<file path="config.mk">
export PLATFORM = sky130hd
export DESIGN_NAME = ras_top
export DESIGN_NICKNAME = d
export VERILOG_FILES = /design/src/rtl/ras_pkg.sv /design/src/rtl/ras_ptr_ctrl.sv /design/src/rtl/ras_entry_store.sv /design/src/rtl/ras_top.sv
export SDC_FILE = /design/constraint.sdc
export NUM_CORES = 1
export LEC_CHECK = 0
export ABC_AREA = 0
export BUFFER_PORTS_ARGS = -buffer_cell sky130_fd_sc_hd__buf_2
export CAP_MARGIN = 15
export CORE_ASPECT_RATIO = 1.2
export CORE_UTILIZATION = 58
export CTS_CLUSTER_SIZE = 12
export DETAILED_ROUTE_END_ITERATION = 10
export PLACE_DENSITY_LB_ADDON = 0.25
export SLEW_MARGIN = 15
export SYNTH_ARGS = -nofsm -noshare
export SYNTH_HDL_FRONTEND = slang
export SYNTH_SLANG_ARGS = --single-unit
export TNS_END_PERCENT = 10
</file>
<file path="constraint.sdc">
create_clock -name clk -period 7.1 [get_ports clk]
set_clock_uncertainty 0.1 [all_clocks]
set_input_delay 2.13 -clock clk [delete_from_list [all_inputs] [get_ports clk]]
set_output_delay 2.13 -clock clk [all_outputs]
set_load 0.01 [all_outputs]
</file>
<file path="src/rtl/ras_pkg.sv">
package ras_pkg;

  // What a push to a full stack does
  typedef enum logic {
    OVF_WRAP   = 1'b0,  // overwrite the oldest entry
    OVF_FREEZE = 1'b1   // drop the push
  } ras_ovf_e;

  // Action taken at the next clock edge
  typedef enum logic [2:0] {
    OP_IDLE    = 3'd0,
    OP_PUSH    = 3'd1,
    OP_POP     = 3'd2,
    OP_REPLACE = 3'd3,
    OP_RESTORE = 3'd4
  } ras_op_e;

endpackage

</file>
<file path="src/rtl/ras_ptr_ctrl.sv">
module ras_ptr_ctrl
  import ras_pkg::*;
#(
  parameter int       DEPTH = 4,
  parameter ras_ovf_e OVF   = OVF_WRAP,
  localparam int      PW    = $clog2(DEPTH),
  localparam int      CW    = $clog2(DEPTH + 1)
) (
  input  logic          clk,
  input  logic          rst_n,
  input  logic          push_i,
  input  logic          pop_i,
  input  logic          restore_i,
  input  logic [PW-1:0] restore_top_i,
  input  logic [CW-1:0] restore_cnt_i,
  output logic [PW-1:0] top_o,
  output logic [CW-1:0] cnt_o,
  output logic          empty_o,
  output logic          full_o,
  output logic          wr_en_o,
  output logic [PW-1:0] wr_idx_o
);

  localparam logic [PW-1:0] LAST_IDX = PW'(DEPTH - 1);
  localparam logic [CW-1:0] FULL_CNT = CW'(DEPTH);

  logic [PW-1:0] top_q, up_idx, dn_idx;
  logic [CW-1:0] cnt_q, rst_cnt;
  logic          is_empty, is_full;
  ras_op_e       op;

  // circular neighbours of the top slot
  assign up_idx   = (top_q == LAST_IDX) ? '0 : top_q + PW'(1);
  assign dn_idx   = (top_q == '0) ? LAST_IDX : top_q - PW'(1);
  assign is_empty = (cnt_q == '0);
  assign is_full  = (cnt_q == FULL_CNT);
  assign rst_cnt  = (restore_cnt_i > FULL_CNT) ? FULL_CNT : restore_cnt_i;

  // priority: restore, then push+pop replace, then push, then pop
  always_comb begin
    op = OP_IDLE;
    if (restore_i) begin
      op = OP_RESTORE;
    end else if (push_i && pop_i && !is_empty) begin
      op = OP_REPLACE;
    end else if (push_i) begin
      if (OVF == OVF_WRAP || !is_full) op = OP_PUSH;
    end else if (pop_i && !is_empty) begin
      op = OP_POP;
    end
  end

  always_comb begin
    wr_en_o  = (op == OP_PUSH) || (op == OP_REPLACE);
    wr_idx_o = (op == OP_REPLACE) ? top_q : up_idx;
  end

  always_ff @(posedge clk or negedge rst_n) begin
    if (!rst_n) begin
      top_q <= '0;
      cnt_q <= '0;
    end else begin
      case (op)
        OP_RESTORE: begin
          top_q <= restore_top_i;
          cnt_q <= rst_cnt;
        end
        OP_PUSH: begin
          top_q <= up_idx;
          if (!is_full) cnt_q <= cnt_q + CW'(1);
        end
        OP_POP: begin
          top_q <= dn_idx;
          cnt_q <= cnt_q - CW'(1);
        end
        default: ;
      endcase
    end
  end

  assign top_o   = top_q;
  assign cnt_o   = cnt_q;
  assign empty_o = is_empty;
  assign full_o  = is_full;

  // popping an empty stack changes nothing
  a_r4_empty_pop_hold: assert property (@(posedge clk) disable iff (!rst_n)
    (is_empty && pop_i && !push_i && !restore_i) |=> (cnt_q == '0) && $stable(top_q));

  // push and pop together keep pointer and count
  a_r5_replace_hold: assert property (@(posedge clk) disable iff (!rst_n)
    (!is_empty && push_i && pop_i && !restore_i) |=> $stable(cnt_q) && $stable(top_q));

  // a lone pop lowers the count by one
  a_r3_pop_count: assert property (@(posedge clk) disable iff (!rst_n)
    (!is_empty && pop_i && !push_i && !restore_i) |=> (cnt_q == $past(cnt_q) - CW'(1)));

  // restore loads pointer and clamped count
  a_r8_restore_load: assert property (@(posedge clk) disable iff (!rst_n)
    restore_i |=> (top_q == $past(restore_top_i)) &&
                  (cnt_q == (($past(restore_cnt_i) > FULL_CNT) ? FULL_CNT : $past(restore_cnt_i))));

  // count never exceeds the depth
  a_r9_count_bound: assert property (@(posedge clk) disable iff (!rst_n)
    cnt_q <= FULL_CNT);

  generate
    if (OVF == OVF_FREEZE) begin : g_freeze_chk
      // push alone to a full stack is dropped
      a_r7_freeze_full: assert property (@(posedge clk) disable iff (!rst_n)
        (is_full && push_i && !pop_i && !restore_i) |=> $stable(cnt_q) && $stable(top_q));
    end else begin : g_wrap_chk
      // push alone to a full stack keeps it full and advances
      a_r6_wrap_full: assert property (@(posedge clk) disable iff (!rst_n)
        (is_full && push_i && !pop_i && !restore_i) |=>
          (cnt_q == FULL_CNT) && (top_q != $past(top_q)));
    end
  endgenerate

endmodule

</file>
<file path="src/rtl/ras_entry_store.sv">
module ras_entry_store #(
  parameter int  DEPTH = 4,
  parameter int  AW    = 32,
  localparam int PW    = $clog2(DEPTH)
) (
  input  logic          clk,
  input  logic          rst_n,
  input  logic          wr_en_i,
  input  logic [PW-1:0] wr_idx_i,
  input  logic [AW-1:0] wr_data_i,
  input  logic [PW-1:0] rd_idx_i,
  output logic [AW-1:0] rd_data_o
);

  logic [AW-1:0] slot [DEPTH];

  generate
    for (genvar g = 0; g < DEPTH; g++) begin : g_slot
      always_ff @(posedge clk or negedge rst_n) begin
        if (!rst_n) begin
          slot[g] <= '0;
        end else if (wr_en_i && (wr_idx_i == PW'(g))) begin
          slot[g] <= wr_data_i;
        end
      end
    end
  endgenerate

  // combinational read of the top slot
  always_comb begin
    rd_data_o = '0;
    for (int i = 0; i < DEPTH; i++) begin
      if (rd_idx_i == PW'(i)) rd_data_o = slot[i];
    end
  end

  // the addressed slot holds the written data after the edge
  a_r2_slot_written: assert property (@(posedge clk) disable iff (!rst_n)
    wr_en_i |=> (slot[$past(wr_idx_i)] == $past(wr_data_i)));

endmodule

</file>
<file path="src/rtl/ras_top.sv">
module ras_top
  import ras_pkg::*;
#(
  parameter int       DEPTH      = 4,
  parameter int       AW         = 32,
  parameter int       INST_BYTES = 4,
  parameter ras_ovf_e OVF        = OVF_WRAP,
  localparam int      PW         = $clog2(DEPTH),
  localparam int      CW         = $clog2(DEPTH + 1)
) (
  input  logic          clk,
  input  logic          rst_n,
  input  logic          push_i,
  input  logic          pop_i,
  input  logic [AW-1:0] call_pc_i,
  input  logic          restore_i,
  input  logic [PW-1:0] restore_top_i,
  input  logic [CW-1:0] restore_cnt_i,
  output logic [AW-1:0] pred_target_o,
  output logic          pred_valid_o,
  output logic          empty_o,
  output logic          full_o,
  output logic [PW-1:0] ckpt_top_o,
  output logic [CW-1:0] ckpt_cnt_o
);

  logic [PW-1:0] top_w, wr_idx_w;
  logic [CW-1:0] cnt_w;
  logic          wr_en_w, empty_w, full_w;
  logic [AW-1:0] ret_addr;

  // address of the instruction after the call
  assign ret_addr = call_pc_i + AW'(INST_BYTES);

  ras_ptr_ctrl #(
    .DEPTH(DEPTH),
    .OVF  (OVF)
  ) u_ptr (
    .clk          (clk),
    .rst_n        (rst_n),
    .push_i       (push_i),
    .pop_i        (pop_i),
    .restore_i    (restore_i),
    .restore_top_i(restore_top_i),
    .restore_cnt_i(restore_cnt_i),
    .top_o        (top_w),
    .cnt_o        (cnt_w),
    .empty_o      (empty_w),
    .full_o       (full_w),
    .wr_en_o      (wr_en_w),
    .wr_idx_o     (wr_idx_w)
  );

  ras_entry_store #(
    .DEPTH(DEPTH),
    .AW   (AW)
  ) u_store (
    .clk      (clk),
    .rst_n    (rst_n),
    .wr_en_i  (wr_en_w),
    .wr_idx_i (wr_idx_w),
    .wr_data_i(ret_addr),
    .rd_idx_i (top_w),
    .rd_data_o(pred_target_o)
  );

  assign pred_valid_o = !empty_w;
  assign empty_o      = empty_w;
  assign full_o       = full_w;
  assign ckpt_top_o   = top_w;
  assign ckpt_cnt_o   = cnt_w;

  // an accepted push shows its return address next cycle
  a_r2_push_target: assert property (@(posedge clk) disable iff (!rst_n)
    (push_i && !restore_i && (OVF == OVF_WRAP || !full_o || pop_i)) |=>
      pred_valid_o && (pred_target_o == $past(call_pc_i) + AW'(INST_BYTES)));

  // valid and empty are complementary
  a_r3_valid_empty: assert property (@(posedge clk) disable iff (!rst_n)
    pred_valid_o != empty_o);

  // target does not move on an empty pop
  a_r4_empty_target: assert property (@(posedge clk) disable iff (!rst_n)
    (empty_o && pop_i && !push_i && !restore_i) |=> $stable(pred_target_o) && !pred_valid_o);

endmodule

</file>
After elaboration in Yosys (flattened, before gate mapping)
Cells that the tools add are included.

Flip-flop bits (word level): 133. Bits in latches: 0. Bits in writable memories: 0. Bits in read-only memories: 0. Output and inout port bits: 40. Logic and storage cells: 53. Memories kept: 0.

$add $sub $neg: 5. $mul: 0. Divide/modulo/power cells: 0. Magnitude comparators: 1. Equality and inequality tests: 12. Shift-type cells: 0. Mux-type cells: 15. Bitwise operators: 0. Reduce and logical (&&, ||, !) cells: 14.

Operators with widths (number): $mux W32 (4); $add A32 B3 Y32 const B (1); $mux W3 (5); $pmux W3 S3 (1); $eq A2 B2 Y1 const B (4); $mux W2 (4); $logic_and A1 B1 Y1 (7); $eq A3 B2 Y1 const B (2); $eq A3 B3 Y1 const B (2); $pmux W2 S3 (1); $eq A2 B1 Y1 const B (2); $logic_not A2 Y1 (2); $add A3 B1 Y3 const B (1); $eq A3 B1 Y1 const B (1); $gt A3 B3 Y1 const B (1); $logic_not A3 Y1 (1); $reduce_bool A3 Y1 (1); $sub A3 B1 Y3 const B (1); $add A2 B1 Y2 const B (1); $ne A2 B2 Y1 const B (1); $reduce_and A2 Y1 (1); $sub A2 B1 Y2 const B (1); $logic_not A1 Y1 (1); $logic_or A1 B1 Y1 (1).

Longest topological paths before layout
Gate-level depths: netlist of the first run.

Word-level depth: 11. Depth in mapped cells: 9.

Hierarchy
From an unflattened synthesis of the first run, not the netlist that was laid out.

Cell total of the unflattened synthesis: 471. Area total of the unflattened synthesis: 6703.9 µm².

By module, submodules not included: ras_entry_store (instances 1, cells an instance 311, area an instance 5501.5 µm²); ras_ptr_ctrl (instances 1, cells an instance 78, area an instance 633.1 µm²); ras_top (instances 1, cells an instance 82, area an instance 569.3 µm²).

Worst setup path after synthesis of the first run
Ideal clock, no wire load.

Path kind: register to output. Start point: register u_ptr.top_q[1], in the netlist u_ptr.top_o[1]. End point: output pred_target_o[0]. Data arrival time: 1.823 ns. Required time: 4.870 ns. Path slack: 3.047 ns. Cell stages (with the launch flop): 8. Buffers on the path: 2. Cell sequence: dfrtp_1 > inv_1 > ha_1 > clkbuf_1 > nor2b_1 > clkbuf_1 > a221oi_1 > o31ai_1.

Longest elaborated chain between the ends: 5. Elaborated cells between the ends (all ways): 8. Those cells by class: 3 x eq/ne; 4 x mux; 1 x reduce/logical.

RTL lines: from (decl) (RTL line ras_ptr_ctrl.sv:27) `logic [PW-1:0] top_q, up_idx, dn_idx;`; from (signal assigned) (RTL line ras_ptr_ctrl.sv:65) `top_q <= restore_top_i;`; from (signal assigned) (RTL line ras_ptr_ctrl.sv:69) `top_q <= up_idx;`; from (signal assigned) (RTL line ras_ptr_ctrl.sv:73) `top_q <= dn_idx;`; $logic_not A2 Y1 (RTL line ras_entry_store.sv:33) `if (rd_idx_i == PW'(i)) rd_data_o = slot[i];`; $mux W32 (3 in series) (RTL line ras_entry_store.sv:33); $mux W32 (*) (RTL line ras_entry_store.sv:33); to (decl) (RTL line ras_top.sv:19) `output logic [AW-1:0] pred_target_o,`.

Every way passes the cells marked *; elsewhere a longest branch is shown, timed or not.

Final worst setup path of the first run
Start point: register u_ptr.top_q[1], in the netlist u_ptr.top_o[1]. End point: output pred_target_o[19].

Same word-level chain as after synthesis.

==> flow_summary.json, run 1 <==
{
  "status": "complete, no violations",
  "synth_cell_type_count": 58,
  "ys_ff_latch": 133,
  "grt_use_total_pct": 32.8,
  "wl_mm": 19.6,
  "layout-drive-gt1-share_pct": 25.6,
  "synth_area_leaders": "dfrtp_1 47%, mux2_2 7.5%, a31oi_1 6.4%",
  "multi_input_area_um2": 3470,
  "crit_required_ns": 4.87,
  "grt_pass1_wl_mm": 31.6,
  "ir_worst_vdd_mv": 0.258,
  "clk_latency_ns": 0.42,
  "layout.nets": 808,
  "cts_hold_buf": 0,
  "synth_top_area_share_pct": 47.1,
  "min-delay-path-class": "reg2reg",
  "synthFlopType": "dfrtp_1",
  "synth_xor_xnor_area_share_pct": 1.61,
  "first_pass_iters": 5,
  "syn_nets": 753,
  "max_slew.worst_pin.slew_ns": 1.07,
  "dp_cells": 898,
  "synth_top_family_by_area": "compound AO/OA/AOI/OAI gates",
  "finalMaxSlewViolations": 0,
  "initial_utilization_pct": 60.2,
  "p_leak_nw": 3.30,
  "crit_path_start_kind": "flop",
  "cts_buffers": 17,
  "path_class": "reg2out",
  "antenna_left": 0,
  "maxSlewHeadroom_pct": 28.8,
  "synthCells": 705,
  "yosys.area.top_type": "dfrtp_1",
  "syn_to_final_growth_pct": 16.3,
  "cts_tree": "done",
  "place.gp.congestion": 0.840,
  "vias_per_cell": 6.78,
  "ctsResizeCount": 0,
  "synth_most_common_cell": "dfrtp_1",
  "fp.dieH_um": 123,
  "fin_crit_ns": 5.25,
  "overflow": 0,
  "cts.sinks": 133,
  "setup_viol_count_final": 0,
  "n_antenna_cell": 0,
  "dp_hpwl_mm": 12.2,
  "ys_seq_area_share_pct": 47.1,
  "p_per_area_nw_per_um2": 399,
  "core_area_um2": 11700,
  "drtIter0Drc": 569,
  "synth_area_um2": 7070,
  "cts_buffer_depth": 2,
  "avgSynthCellArea_um2": 10.0,
  "seqCellArea_um2": 3330,
  "tns_ns": 0,
  "crit_fanout": 34,
  "p_clk_share_pct": 29.1,
  "grt_max_degree": 87,
  "p_switching_mw": 1.06,
  "grt_antenna_before_repair": 0,
  "synth_edf_count": 0,
  "fmax_mhz": 190,
  "post-cts-setup-buffers": 0,
  "p_sw_share_pct": 32.5,
  "synth-simple-area-share_pct": 17.2,
  "port_buffers": 81,
  "fillers": 930,
  "clkTransAtPathRegs_ns": 0.06,
  "arrival_ns": 3.02,
  "synthAdderAreaFrac_pct": 1.17,
  "synth_compound_area_share_pct": 20.1,
  "r2r_cells": 7,
  "die_w_um": 103,
  "synth-async-reset-ratio_pct": 100,
  "hold_depth": 1,
  "via_count": 6303,
  "ys_warn_count": 0,
  "root_buffer": "clkbuf_16",
  "worstSetupEndpointType": "output port",
  "hold_ws_ns": 0.392,
  "fin_cells": 930,
  "htreeDepth": 4,
  "seq_power_share_pct": 41.3,
  "hold_viol_final": 0,
  "drv_cap": 0,
  "pwr-share-comb_pct": 29.6,
  "synth_commonest_cells": "133 x dfrtp_1, 72 x a31oi_1, 53 x nand2_1",
  "drc": 0,
  "die_area_um2": 12600,
  "grt_pass1_vias": 6335,
  "power.internal_mw": 2.21,
  "rsz0062_at_grt": "false",
  "min_period_over_period_pct": 74.0,
  "wl_per_cell_um": 21.1,
  "num_io_pins": 82,
  "std_cell_rows": 43,
  "power_mw": 3.28,
  "muxShareOfSynthArea_pct": 8.22
}
==> power groups by stage <==
stage	clock network, mW	logic, mW	registers (mW)
floorplan	0	0.696	1.29
global placement	0	0.919	1.33
detailed placement	0	0.961	1.35
CTS	0.960	0.969	1.34
global route	0.991	1.08	1.39
finish	0.955	0.970	1.35
==> routing by layer <==
metal | track usage [%] | vias to the layer above | wire length, um
met5 | 0 | - | 0
met4 | 15.1 | 0 | 669
met3 | 6.27 | 64 | 1360
met2 | 55.5 | 330 | 9950
met1 | 40.5 | 3122 | 7610
li1 | - | 2787 | -
==> cell type report <==
cell class / count / area share [%]
timing repair buffer: 93 / 6.11
inverter: 17 / 0.777
clock inverter: 11 / 2.09
sequential: 133 / 40.5
clock buffer: 21 / 5.85
tap: 157 / 2.39
multi-input combinational: 498 / 42.3
==> cell usage in the layout (no fill, tap or decap), types with 8 or more instances in the layout <==
cell type,n
dfrtp_1,133
buf_4,12
o21ai_0,8
xnor2_1,10
a21oi_1,29
nor2b_1,31
a31oi_1,72
nand2_1,53
nand3_1,15
a221oi_1,31
nand4_1,9
nor2_1,30
clkbuf_16,17
nor3_1,44
mux2_2,47
inv_1,17
o31ai_1,41
buf_2,80
==> critical path, cell delays in order, from the launching register on <==
cell,delay (ns)
dfrtp_1,0.52
inv_1,0.11
ha_2,0.44
nor2b_4,0.76
a221oi_1,0.20
o31ai_1,0.36
buf_2,0.20
==> sequential cells by signal (all words and copies together) (netlist names) <==
signal,cells
u_store.slot,128
u_ptr.cnt_o,3
u_ptr.top_o,2
==> stage by stage <==
stage	cell area [um2]	util, %	setup WS [ns]
2_1_floorplan	7070	-	3.05
6_report	8220	70.1	1.85
5_1_grt	8220	70.1	1.71
3_3_place_gp	7560	64.5	2.41
4_1_cts	8210	70.0	1.92
3_5_place_dp	7560	64.5	2.31
==> path summary, 6_finish.rpt <==
kind                                                    from                      endpoint  slack (ns)
worst max-delay path              u_ptr.top_o[1]$_DFFE_PN0P_             pred_target_o[19]        1.85
worst min-delay path            u_store.slot[36]$_DFFE_PN0P_  u_store.slot[36]$_DFFE_PN0P_        0.39
worst max register to register    u_ptr.top_o[0]$_DFFE_PN0P_  u_store.slot[40]$_DFFE_PN0P_        3.56
worst min register to register  u_store.slot[36]$_DFFE_PN0P_  u_store.slot[36]$_DFFE_PN0P_        0.39
max in group asynchronous                              rst_n  u_store.slot[83]$_DFFE_PN0P_        4.16
min in group asynchronous                              rst_n    u_ptr.cnt_o[0]$_DFFE_PN0P_        1.63
==> cells by family after synthesis <==
logic type / after synthesis
buf+inv: 74
simple gates: 228
flops: 133
compound gates: 199
fa+ha+maj: 6
xor+xnor: 13
mux: 52
Power figures use the tool's default switching activity.
==> inputs of run 2 (changes only) <==
--- a/config.mk
+++ b/config.mk
@@ -5,11 +5,11 @@
 export SDC_FILE = /design/constraint.sdc
 export NUM_CORES = 1
 export LEC_CHECK = 0
-export ABC_AREA = 0
+export ABC_AREA = 1
 export BUFFER_PORTS_ARGS = -buffer_cell sky130_fd_sc_hd__buf_2
 export CAP_MARGIN = 15
 export CORE_ASPECT_RATIO = 1.2
-export CORE_UTILIZATION = 58
+export CORE_UTILIZATION = 53
 export CTS_CLUSTER_SIZE = 12
 export DETAILED_ROUTE_END_ITERATION = 10
 export PLACE_DENSITY_LB_ADDON = 0.25
==> constraint.sdc (replaced) <==
create_clock -name clk -period 4.4 [get_ports clk]
set_clock_uncertainty 0.1 [all_clocks]
set_input_delay 1.32 -clock clk [delete_from_list [all_inputs] [get_ports clk]]
set_output_delay 1.32 -clock clk [all_outputs]
set_load 0.01 [all_outputs]
==> run 2 against run 1 <==
  * Total power up 72%
  * Cell count up 39%
  * Die area up 14%
  * Largest power group unchanged
  * Clock-buffer cell count unchanged
  * First-iteration DRC count down 1.1%
  * Clock power up 75%
  * Hold slack worse by 0.022 ns
  * Design area up 4.6%
  * Area after synthesis up 4.6%
  * Sequential power up 58%
  * Critical path type unchanged
  * Wire length down 0.27%
  * Sequential cell count unchanged
==> flow_summary.json, run 2 <==
{
  "largest_reg_flops": 128,
  "fin_crit_ns": 3.64,
  "fmax_mhz": 275,
  "fillers": 1217,
  "p_per_area_nw_per_um2": 658,
  "port_buffers": 81,
  "syn_to_final_growth_pct": 16.2,
  "hold_viol_final": 0,
  "min_period_over_period_pct": 82.7,
  "synth_cell_type_count": 29,
  "overflow": 0,
  "min-delay-path-class": "reg2reg",
  "placed_area_um2": 7890,
  "die_area_um2": 14400,
  "cts_buffer_depth": 2,
  "layout.nets": 1157,
  "syn_nets": 1086,
  "final_util_pct": 64.1,
  "first_pass_iters": 5,
  "crit_required_ns": 2.98,
  "crit_path_start_kind": "flop",
  "layout-drive-gt1-share_pct": 15.4,
  "clk_latency_ns": 0.42,
  "cp_slowest_cell": "dfrtp_1",
  "fin_area_um2": 8590,
  "root_buffer": "clkbuf_16",
  "grt_pass1_wl_mm": 32.0,
  "wl_mm": 19.5,
  "htreeDepth": 4,
  "synth_most_common_cell": "nand2_1",
  "initial_utilization_pct": 55.1,
  "status": "complete, no violations",
  "cts_buffers": 17,
  "place.gp.congestion": 0.923,
  "cts.sinks": 133,
  "hold_ws_ns": 0.370,
  "ys_ff_latch": 133,
  "dp_cells": 1258,
  "grt_use_total_pct": 28.6,
  "drc": 0,
  "max_stage_delay_ns": 0.44,
  "finalMaxSlewViolations": 0,
  "clkTransAtPathRegs_ns": 0.06,
  "power_mw": 5.65,
  "ys_warn_count": 0,
  "grt_antenna_before_repair": 0,
  "yosys.area.top_type": "dfrtp_1",
  "worstSetupEndpointType": "output port",
  "avgSynthCellArea_um2": 7.12,
  "via_count": 6857,
  "vias_per_cell": 5.31,
  "drtIter0Drc": 563,
  "synth_top_area_share_pct": 45.0,
  "ctsResizeCount": 0,
  "place_ws_ns": 1.11,
  "drv_cap": 0,
  "maxSlewHeadroom_pct": 53.3,
  "synth_area_um2": 7390,
  "cts_hold_buf": 0,
  "num_io_pins": 82,
  "dp_hpwl_mm": 13.1,
  "synth_area_leaders": "dfrtp_1 45%, nand2_1 26%, nor2_1 4.4%",
  "layout_commonest_cell": "nand2_1",
  "final_cell_mix": "504 x nand2_1, 133 x dfrtp_1, 85 x nor2_1",
  "p_leak_nw": 4.54,
  "std_cell_rows": 46,
  "setup_viol_count_final": 0,
  "synth_edf_count": 0,
  "synth-async-reset-ratio_pct": 100,
  "synth_commonest_cells": "504 x nand2_1, 133 x dfrtp_1, 86 x nor2_1",
  "crit_fanout": 32,
  "fp.dieH_um": 131,
  "synthCells": 1038,
  "top_register": "u_store.slot",
  "ys_seq_area_share_pct": 45.0,
  "antenna_left": 0,
  "arrival_ns": 2.22,
  "wl_per_cell_um": 15.1,
  "crit_chain": "inv_1 > ha_1 > buf_4 > nand2_1 > a21o_1 > a21oi_1 > buf_2",
  "cts_tree": "done",
  "post-cts-setup-buffers": 0,
  "grt_max_degree": 73,
  "fin_cells": 1291,
  "rrSetupSlack_ns": 1.89,
  "max_slew.worst_pin.slew_ns": 0.700,
  "rsz0062_at_grt": "false",
  "tns_ns": 0,
  "grt_pass1_vias": 6533,
  "ir_worst_vdd_mv": 0.319,
  "core_area_um2": 13400,
  "die_w_um": 110,
  "synthFlopType": "dfrtp_1",
  "worst_slack_ns": 0.763,
  "path_class": "reg2out"
}
==> run 2: changes by cell type after synthesis, moves of 32 or more <==
cell     delta
a21o_1     +32
o31ai_1    -41
inv_1      +36
a21oi_1    +35
nor2b_1    -32
nor3_1     -44
mux2_2     -47
a31oi_1    -72
nor2_1     +56
nand2_1   +451
==> run 2: layer usage <==
layer	part of all wire, %	up-vias	track usage [%]
li1	-	3372	-
met1	44	3259	38.2
met2	48	193	45.9
met3	5.5	33	5.11
met4	2.1	0	10.7
met5	0	-	0
==> run 2: layout make-up <==
| type | count | area (um2) | share of cell area (%) |
|---|---|---|---|
| Antenna cell | 1 | 2.50 | 0.0291 |
| Tap cell | 168 | 210 | 2.45 |
| Clock inverter | 11 | 219 | 2.55 |
| Multi-Input combinational cell | 802 | 3570 | 41.6 |
| Clock buffer | 21 | 480 | 5.59 |
| Inverter | 57 | 214 | 2.49 |
| Timing Repair Buffer | 98 | 564 | 6.57 |
| Sequential cell | 133 | 3330 | 38.7 |
==> run 2: power by group <==
part	total, mW	switching [mW]	internal, mW
logic	1.85	1.12	0.726
clock network	1.67	0.545	1.13
registers	2.13	0.332	1.80
==> run 2: worst max-delay path, delay by kind of cell, from the launching register on <==
family / cells / cell delay (ns)
flip-flops: 1 / 0.44
AO/OA/AOI/OAI: 2 / 0.38
buffers and inverters: 3 / 0.67
adder cells (fa/ha/maj): 1 / 0.19
AND/OR/NAND/NOR: 1 / 0.09
==> run 2: cell families (layout without fill, tap and decap cells) <==
| group | Yosys count | after routing | synth area share [%] |
|---|---|---|---|
| other cells | 0 | 1 | 0 |
| xor+xnor | 11 | 11 | 1.30 |
| fa+ha+maj | 6 | 6 | 1.12 |
| compound gates | 134 | 134 | 11.0 |
| buf+inv | 103 | 187 | 6.70 |
| simple gates | 651 | 651 | 34.9 |
| flops | 133 | 133 | 45.0 |
==> run 2: final timing paths <==
kind,start,to,cells after the start
hold reg to reg,u_store.slot[111]$_DFFE_PN0P_,u_store.slot[111]$_DFFE_PN0P_,2
max in group asynchronous,rst_n,u_store.slot[16]$_DFFE_PN0P_,2
hold / removal,u_store.slot[111]$_DFFE_PN0P_,u_store.slot[111]$_DFFE_PN0P_,2
setup / recovery,u_ptr.top_o[1]$_DFFE_PN0P_,pred_target_o[31],7
setup reg to reg,u_ptr.top_o[0]$_DFFE_PN0P_,u_store.slot[40]$_DFFE_PN0P_,9
min in group asynchronous,rst_n,u_store.slot[2]$_DFFE_PN0P_,1
==> inputs of run 3 (changes only) <==
==> constraint.sdc (replaced) <==
create_clock -name clk -period 3 [get_ports clk]
set_clock_uncertainty 0.1 [all_clocks]
set_input_delay 0.9 -clock clk [delete_from_list [all_inputs] [get_ports clk]]
set_output_delay 0.9 -clock clk [all_outputs]
set_load 0.01 [all_outputs]
==> run 3 against run 2 <==
  * The flow now finishes with violations (negative setup slack)
  * Die area is the same
  * Utilization grew 1.4 points
  * Sequential power grew 47%
  * Critical path type unchanged
==> flow_summary.json, run 3 (same netlist as run 2, synthesis figures left out) <==
{
  "cts_buffer_depth": 2,
  "maxSlewHeadroom_pct": 62.2,
  "wl_mm": 19.8,
  "dp_cells": 1267,
  "via_count": 6861,
  "die_w_um": 110,
  "crit_chain": "inv_2 > ha_4 > inv_2 > nor2_4 > buf_12 > buf_12 > nand2_2 > a21o_1 > a21oi_2 > buf_2",
  "fin_cells": 1300,
  "die_area_um2": 14400,
  "final_cell_mix": "502 x nand2_1, 133 x dfrtp_1, 85 x nor2_1",
  "multi_input_area_um2": 3690,
  "layout.nets": 1171,
  "fin_crit_ns": 3.02,
  "path_delay_family": "buffers and inverters",
  "setup_viol_count_final": 3,
  "crit_path_start_kind": "flop",
  "layout-drive-gt1-share_pct": 18.8,
  "fp.dieH_um": 131,
  "clkTransAtPathRegs_ns": 0.05,
  "layout_commonest_cell": "nand2_1",
  "seqCellArea_um2": 3330,
  "place.gp.congestion": 0.949,
  "grt_antenna_before_repair": 0,
  "path_class": "reg2out",
  "clk_latency_ns": 0.42,
  "antenna_left": 0,
  "crit_fanout": 8,
  "drv_cap": 0,
  "drc": 0,
  "root_buffer": "clkbuf_16",
  "crit_required_ns": 2.00,
  "finalMaxSlewViolations": 0,
  "cp_slowest_cell": "dfrtp_1",
  "vias_per_cell": 5.28,
  "std_cell_rows": 46,
  "initial_utilization_pct": 55.1,
  "top_register": "u_store.slot",
  "worstSetupEndpointType": "output port",
  "max_slew.worst_pin.slew_ns": 0.568,
  "fillers": 1176,
  "min-delay-path-class": "in2async",
  "cts.sinks": 133,
  "first_pass_iters": 5,
  "cts_tree": "done",
  "status": "complete, but fails checks",
  "hold_viol_final": 0,
  "dp_hpwl_mm": 13.6,
  "drtIter0Drc": 488,
  "min_period_over_period_pct": 101,
  "p_per_area_nw_per_um2": 916,
  "arrival_ns": 2.02,
  "grt_pass1_wl_mm": 32.1,
  "rsz0062_at_grt": "true",
  "wl_per_cell_um": 15.2,
  "syn_to_final_growth_pct": 18.7,
  "n_antenna_cell": 0,
  "crit_buf_inv": 5,
  "core_area_um2": 13400,
  "ir_worst_vdd_mv": 0.483,
  "grt_pass1_vias": 6570,
  "p_leak_nw": 4.59,
  "port_buffers": 81,
  "failed_checks": "negative setup slack",
  "final_util_pct": 65.4,
  "cts_hold_buf": 0,
  "worst_slack_ns": -0.0206,
  "grt_use_total_pct": 28.9,
  "max_stage_delay_ns": 0.41,
  "fmax_mhz": 331,
  "grt_max_degree": 61,
  "largest_reg_flops": 128,
  "cts_buffers": 17,
  "num_io_pins": 82,
  "overflow": 0,
  "htreeDepth": 4
}
==> run 3: cell types whose count changed in the layout (fill, tap and decap cells not counted), sizes merged <==
cell      delta
buf         +13
inv          -1
clkinvlp     -1
diode        -1
clkinv       +3
bufinv       -5
clkbuf       +1
==> run 3: worst reg2reg max path: cells and delay by family (launching register included) <==
kind,cells,cell delay [ns]
adder cells (fa/ha/maj),1,0.22
buffers and inverters,5,0.81
AND/OR/NAND/NOR,6,0.71
flip-flops,1,0.41
==> run 3: per-layer routing <==
| layer | share of wire, % | vias up | track usage, % |
|---|---|---|---|
| met5 | 0 | - | 0 |
| met1 | 45 | 3223 | 38.8 |
| met2 | 48 | 208 | 46.9 |
| li1 | - | 3409 | - |
| met4 | 1.8 | 0 | 9.41 |
| met3 | 5.0 | 21 | 5.01 |
==> run 3: layout make-up <==
cell class | instances | area share (%)
clock buffers | 21 | 5.13
clock inverters | 7 | 0.684
inverters | 57 | 2.44
multi-input cells | 802 | 42.1
flip-flops and latches | 133 | 37.9
well taps | 168 | 2.40
repair buffers | 112 | 9.31
==> run 3: metrics by stage <==
stage	hold slack (ns)	cell area, um2	setup TNS [ns]	setup slack, ns	total power, mW
global placement	0.354	7990	0	0.298	5.78
finish	0.347	8770	-0.0270	-0.0206	8.04
CTS	0.372	8630	-0.847	-0.0665	7.87
global route	0.377	8770	-2.20	-0.112	8.60
detailed placement	0.359	7990	0	0.264	5.87
floorplan	0.342	7390	0	0.338	4.96
==> run 3: power by group <==
group          switching (mW)  internal (mW)  total [mW]
registers               0.491           2.64        3.13
logic                    1.77           1.28        3.05
clock network           0.727           1.13        1.86
total                    2.99           5.05        8.04
==> run 3: final timing paths <==
kind,start,endpoint,slack (ns),cells after the start
setup / recovery,u_ptr.top_o[0]$_DFFE_PN0P_,pred_target_o[29],-0.02,10
hold / removal,rst_n,u_store.slot[4]$_DFFE_PN0P_,0.35,1
setup reg to reg,u_ptr.top_o[0]$_DFFE_PN0P_,u_store.slot[81]$_DFFE_PN0P_,0.69,12
hold reg to reg,u_store.slot[109]$_DFFE_PN0P_,u_store.slot[109]$_DFFE_PN0P_,0.37,2
max in group asynchronous,rst_n,u_store.slot[113]$_DFFE_PN0P_,1.81,2
min in group clk,u_store.slot[109]$_DFFE_PN0P_,u_store.slot[109]$_DFFE_PN0P_,0.37,2
==> run 3: repair_timing <==
action,CTS,global route
pin swaps,1,5
buffers inserted,2,1
setup endpoints to repair,32,32
gates cloned,1,1
resized for setup,20,32
hold endpoints to repair,0,0
